**config.mk**
```make
export PLATFORM = sky130hd
export DESIGN_NAME = pe_layer_seq
export DESIGN_NICKNAME = d
export VERILOG_FILES = /design/src/rtl/pe_layer_pkg.sv /design/src/rtl/pe_layer_bank.sv /design/src/rtl/pe_layer_iter.sv /design/src/rtl/pe_layer_seq.sv
export SDC_FILE = /design/constraint.sdc
export NUM_CORES = 1
export LEC_CHECK = 0
export BUFFER_PORTS_ARGS = -buffer_cell sky130_fd_sc_hd__buf_2
export CAP_MARGIN = 20
export CORE_ASPECT_RATIO = 1.75
export CORE_MARGIN = 2
export CORE_UTILIZATION = 30
export DETAILED_ROUTE_END_ITERATION = 7
export GPL_TIMING_DRIVEN = 0
export PLACE_DENSITY = 0.47
export SETUP_SLACK_MARGIN = 0.5
export SLEW_MARGIN = 20
export SYNTH_ARGS = -nofsm -noshare
export SYNTH_HDL_FRONTEND = slang
export SYNTH_SLANG_ARGS = --single-unit
```
**constraint.sdc**
```tcl
create_clock -name clk -period 2.6 [get_ports clk]
set_input_delay 0.52 -clock clk [delete_from_list [all_inputs] [get_ports clk]]
set_output_delay 0.52 -clock clk [all_outputs]
set_load 0.01 [all_outputs]
```
**src/rtl/pe_layer_pkg.sv**
```systemverilog
package pe_layer_pkg;
    localparam int CFG_W    = 16;
    localparam int CNT_W    = 10;
    localparam int N_LAYERS = 3;
    localparam int IDX_W    = $clog2(N_LAYERS + 1);

    typedef enum logic {
        ST_IDLE = 1'b0,
        ST_RUN  = 1'b1
    } seq_state_e;

    typedef struct packed {
        logic             en;
        logic [IDX_W-1:0] sel;
        logic [CFG_W-1:0] cfg;
        logic [CNT_W-1:0] cnt;
    } layer_wr_t;

    typedef struct packed {
        logic             found;
        logic [IDX_W-1:0] idx;
    } layer_pick_t;

    // Lowest eligible layer, either anywhere or strictly after cur.
    function automatic layer_pick_t pick_layer(
        input logic [N_LAYERS-1:0] elig,
        input logic [IDX_W-1:0]    cur,
        input logic                from_first
    );
        layer_pick_t res;
        res = '0;
        for (int i = N_LAYERS - 1; i >= 0; i--) begin
            if (elig[i] && (from_first || (IDX_W'(i) > cur))) begin
                res.found = 1'b1;
                res.idx   = IDX_W'(i);
            end
        end
        return res;
    endfunction
endpackage

```
**src/rtl/pe_layer_bank.sv**
```systemverilog
module pe_layer_bank
    import pe_layer_pkg::*;
(
    input  logic                             clk,
    input  logic                             rst,
    input  layer_wr_t                        wr,
    input  logic                             wr_allow,
    output logic [N_LAYERS-1:0][CFG_W-1:0]   cfg_q,
    output logic [N_LAYERS-1:0][CNT_W-1:0]   cnt_q,
    output logic [N_LAYERS-1:0]              elig
);
    logic [N_LAYERS-1:0] valid_q;

    for (genvar g = 0; g < N_LAYERS; g++) begin : g_layer
        logic hit;
        assign hit = wr.en && wr_allow && (wr.sel == IDX_W'(g));

        always_ff @(posedge clk) begin
            if (rst) begin
                valid_q[g] <= 1'b0;
                cfg_q[g]   <= '0;
                cnt_q[g]   <= '0;
            end else if (hit) begin
                valid_q[g] <= 1'b1;
                cfg_q[g]   <= wr.cfg;
                cnt_q[g]   <= wr.cnt;
            end
        end

        assign elig[g] = valid_q[g] && (cnt_q[g] != '0);
    end
endmodule

```
**src/rtl/pe_layer_iter.sv**
```systemverilog
module pe_layer_iter
    import pe_layer_pkg::*;
(
    input  logic             clk,
    input  logic             rst,
    input  logic             load,
    input  logic [CNT_W-1:0] load_val,
    input  logic             dec,
    output logic             last
);
    logic [CNT_W-1:0] rem_q;

    always_ff @(posedge clk) begin
        if (rst) begin
            rem_q <= '0;
        end else if (load) begin
            rem_q <= load_val;
        end else if (dec) begin
            rem_q <= rem_q - 1'b1;
        end
    end

    assign last = (rem_q == CNT_W'(1));
endmodule

```
**src/rtl/pe_layer_seq.sv**
```systemverilog
module pe_layer_seq
    import pe_layer_pkg::*;
(
    input  logic             clk,
    input  logic             rst,
    input  logic             wr_en,
    input  logic [1:0]       wr_sel,
    input  logic [15:0]      wr_cfg,
    input  logic [9:0]       wr_cnt,
    input  logic             start,
    input  logic             step_en,
    output logic [15:0]      cfg_out,
    output logic             done,
    output logic             wr_err
);
    seq_state_e                    state_q;
    logic [IDX_W-1:0]              cur_q;
    logic                          done_q;
    logic                          err_q;
    logic                          running;
    layer_wr_t                     wr;
    logic [N_LAYERS-1:0][CFG_W-1:0] cfg_q;
    logic [N_LAYERS-1:0][CNT_W-1:0] cnt_q;
    logic [N_LAYERS-1:0]           elig;
    layer_pick_t                   first_pick;
    layer_pick_t                   next_pick;
    logic                          last;
    logic                          begin_run;
    logic                          advance;
    logic                          it_load;
    logic                          it_dec;
    logic [CNT_W-1:0]              it_val;

    assign running = (state_q == ST_RUN);

    assign wr.en  = wr_en;
    assign wr.sel = IDX_W'(wr_sel);
    assign wr.cfg = CFG_W'(wr_cfg);
    assign wr.cnt = CNT_W'(wr_cnt);

    pe_layer_bank u_bank (
        .clk      (clk),
        .rst      (rst),
        .wr       (wr),
        .wr_allow (!running),
        .cfg_q    (cfg_q),
        .cnt_q    (cnt_q),
        .elig     (elig)
    );

    assign first_pick = pick_layer(elig, '0, 1'b1);
    assign next_pick  = pick_layer(elig, cur_q, 1'b0);

    assign begin_run = !running && start && first_pick.found;
    assign advance   = running && step_en && last;
    assign it_load   = begin_run || (advance && next_pick.found);
    assign it_dec    = running && step_en && !last;
    assign it_val    = begin_run ? cnt_q[first_pick.idx] : cnt_q[next_pick.idx];

    pe_layer_iter u_iter (
        .clk      (clk),
        .rst      (rst),
        .load     (it_load),
        .load_val (it_val),
        .dec      (it_dec),
        .last     (last)
    );

    always_ff @(posedge clk) begin
        if (rst) begin
            state_q <= ST_IDLE;
            cur_q   <= '0;
            done_q  <= 1'b0;
            err_q   <= 1'b0;
        end else begin
            done_q <= 1'b0;
            if (!running && start) begin
                if (first_pick.found) begin
                    state_q <= ST_RUN;
                    cur_q   <= first_pick.idx;
                end else begin
                    done_q <= 1'b1;
                end
            end
            if (advance) begin
                if (next_pick.found) begin
                    cur_q <= next_pick.idx;
                end else begin
                    state_q <= ST_IDLE;
                    done_q  <= 1'b1;
                end
            end
            if (running && wr_en) begin
                err_q <= 1'b1;
            end
        end
    end

    assign cfg_out = running ? 16'(cfg_q[cur_q]) : '0;
    assign done    = done_q;
    assign wr_err  = err_q;
endmodule

```
==> impl_metrics.json <==
{
  "final_common_cell": "nand2_1",
  "grt_max_degree": 16,
  "path_buf_inv": 0,
  "ys_seq_area_share_pct": 41.1,
  "drc": 0,
  "synth_area_mm2": 0.00468,
  "final.period_utilization_pct": 96.2,
  "via_per_inst": 5.32,
  "num_vias": 4954,
  "tightest_slew_ns": 0.649,
  "outcome": "completed",
  "ir_worst_vdd_mv": 0.304,
  "maxSlewViolCount": 0,
  "coreArea_mm2": 0.0153,
  "yosys.area.top_type_share_pct": 41.1,
  "layout_common_cells": "nand2_1, a21oi_1, dfxtp_1, buf_2, buf_4",
  "die_h_um": 169,
  "clock-sinks": 96,
  "drive_gt1_share_pct": 29.9,
  "syn2layout_area_growth_pct": 39.9,
  "h-tree-depth": 3,
  "required_ns": 2.84,
  "max_slew_margin_pct": 56.7,
  "crit_path_max_incr_delay_ns": 0.58,
  "netlist_instances": 633,
  "critPathTopFamily": "compound AO/OA/AOI/OAI gates",
  "yosysTopAreaCell": "dfxtp_1",
  "timing.fmax_ghz": 0.400,
  "nets": 775,
  "cp_max_fo": 3,
  "drtIter0Drc": 254,
  "holdWs_ns": 0.432,
  "cts_tree": "yes",
  "setup_viol": 0,
  "placementRows": 60,
  "antenna_found_initial": 0,
  "place.gp.congestion": 0.896,
  "r2r_cells": 6,
  "syn_avg_cell_area_um2": 7.39,
  "synth-async-reset-ratio_pct": 0,
  "path_cells": "or4_4, o41a_1, or3_4, a32oi_1, a21oi_1, a2111oi_2",
  "path_clk_slew_ns": 0.07,
  "r2r-start": "u_bank.cnt_q[9]$_SDFFE_PP0P_",
  "hold_path_end": "u_bank.cfg_q[23]$_SDFFE_PP0P_",
  "synth_cell_types": 54,
  "worst_hold_path_type": "in -> reg",
  "syn_nets": 668,
  "routedWlPerCell_um": 18.6,
  "hold_viol": 0,
  "cts_buffers": 9,
  "routed_wl_mm": 17.3,
  "period_needed_ns": 2.50,
  "synth_area_leaders": "dfxtp_1, nand2_1, a21oi_1, mux2i_1, o21ai_0",
  "diodes": 0,
  "min_from": "wr_cfg[7]",
  "dieArea_mm2": 0.0166,
  "criticalPathCategory": "reg -> reg",
  "initial_core_util_pct": 30.5,
  "cts_buffer_depth": 2,
  "cts_root_buf": "clkbuf_16",
  "critPathArrivalTime_ns": 2.74,
  "ys_seq_elements": 96,
  "clock_skew_ns": 0.00674,
  "max-cap-violations": 0,
  "grt_usage_pct": 20.0,
  "r2r-end": "u_iter.rem_q[3]$_SDFFE_PP0P_",
  "power_density_mw_per_mm2": 526,
  "synthFlopType": "dfxtp_1",
  "grt_pass1_vias": 4797,
  "r2r_setup_slack_ns": 0.1,
  "rsz0062_at_grt": "true",
  "detail-route-antenna-nets": 0,
  "gr-total-overflow": 0,
  "dp_hpwl_mm": 12.2,
  "pin_count": 51,
  "setup_slack_ns": 0.0990,
  "crit_path_end_kind": "register",
  "numPortBuffers": 48,
  "holdPathStages": 3,
  "synth-edff-count": 0,
  "leakage_nw": 2.41,
  "pre_cts_ws_ns": -0.188,
  "cts_hold_buf": 0,
  "grt_pass1_wl_mm": 26.1,
  "yosysWarnings": 0,
  "die_w_um": 98.4,
  "crit_path_start_kind": "register",
  "clkLatencyLatePin_ns": 0.34,
  "firstDrtPassIters": 6,
  "cp_slowest_cell": "or4_4"
}
## registers in the layout (all words and copies together), names as in the netlist
name and cells:
u_bank.valid_q 3, u_iter.rem_q 10, cur_q 2, u_bank.cfg_q 48, done 1, running 1, u_bank.cnt_q 30, wr_err 1
## where the power goes
| part | total [W] | leakage (nW) | switching [W] | internal [W] |
|---|---|---|---|---|
| Sequential | 0.00159 | 0.788 | 0.0000599 | 0.00153 |
| Clock | 0.00128 | 0.135 | 0.000580 | 0.000702 |
| Combinational | 0.000570 | 1.49 | 0.000327 | 0.000243 |
| Total | 0.00344 | 2.41 | 0.000967 | 0.00247 |
## repair_timing
item                       4_1_cts  5_1_grt
setup endpoints to repair       63       90
gates cloned                     3        2
pin swaps                       33       24
buffers inserted                31       12
gates resized for setup        114       79
## metrics by stage
stage                     cells  TNS [ns]  utilization [%]  total power (W)  instance area [um^2]
final                       931         0             42.7          0.00344                  6540
after detailed placement    867     -1.01             34.0          0.00204                  5200
after global routing        931         0             42.7          0.00358                  6540
after CTS                   917         0             40.4          0.00341                  6190
after global placement      867    -0.955             33.9          0.00203                  5190
after floorplan             633         0                -          0.00187                  4720
## routing by layer
metal / vias up / wire length, um / global-route usage [%]
met5: - / 0 / 0
met4: 0 / 837 / 11.0
met3: 57 / 667 / 2.76
met2: 147 / 9550 / 38.1
met1: 2357 / 6240 / 20.5
li1: 2393 / - / -
## worst reg2reg max path, delay by kind of cell (launching register included)
family | cells | cell delay (ns)
AOI/OAI and AO/OA | 4 | 1.09
and+or+nand+nor | 2 | 0.98
DFF | 1 | 0.33
## synth_stat cells (2+ instances only)
cell type / number
or3_1: 2
or4_1: 6
or2_2: 3
nor4_1: 4
o41a_1: 2
a211oi_1: 4
o31ai_1: 3
nor2b_1: 3
clkbuf_1: 38
nor3b_1: 3
dfxtp_1: 96
o22ai_1: 5
nand3_1: 20
a31oi_1: 5
a32oi_1: 2
inv_1: 5
buf_4: 3
a2111oi_2: 2
nand3b_1: 2
nor3_1: 10
mux2i_1: 18
o21ai_0: 30
a21oi_1: 104
nor2_1: 19
nand2b_1: 3
ha_1: 2
and2_1: 21
xnor2_1: 5
nand4_1: 2
nand2_1: 187
## area by class of cell
cell class                 instances  area [um^2]
timing repair buffer              96          749
tap                              186          233
buffer                            44          360
fill                            1584         8770
clock inverter                     4         28.8
multi-input combinational        488         2950
inverter                           5         18.8
sequential                        96         1950
clock buffer                      12          256
## logic make-up after synthesis
logic type                 Yosys count  synth area share, %
AOI/OAI and AO/OA                  170                 20.9
xor gates and xnor gates             5                0.936
adders and majority gates            2                0.535
buffers and inverters               49                 4.36
DFF                                 96                 41.1
muxes                               19                 4.09
and+or+nand+nor                    292                 28.1
## worst max path at each step
stage	cells past startpoint	start	slack [ns]	endpoint
final	6	u_bank.cnt_q[9]$_SDFFE_PP0P_	0.1	u_iter.rem_q[3]$_SDFFE_PP0P_
after global routing	10	u_bank.cnt_q[6]$_SDFFE_PP0P_	0.05	u_iter.rem_q[1]$_SDFFE_PP0P_
after CTS	6	u_bank.cnt_q[6]$_SDFFE_PP0P_	0.12	u_iter.rem_q[4]$_SDFFE_PP0P_
after detailed placement	9	u_iter.rem_q[1]$_SDFFE_PP0P_	-0.19	u_iter.rem_q[1]$_SDFFE_PP0P_
after global placement	7	cur_q[1]$_SDFF_PP0_	-0.17	u_iter.rem_q[7]$_SDFFE_PP0P_
after floorplan	6	u_bank.cnt_q[0]$_SDFFE_PP0P_	0.29	u_iter.rem_q[4]$_SDFFE_PP0P_
No activity file was read; power rests on OpenSTA's default activity.
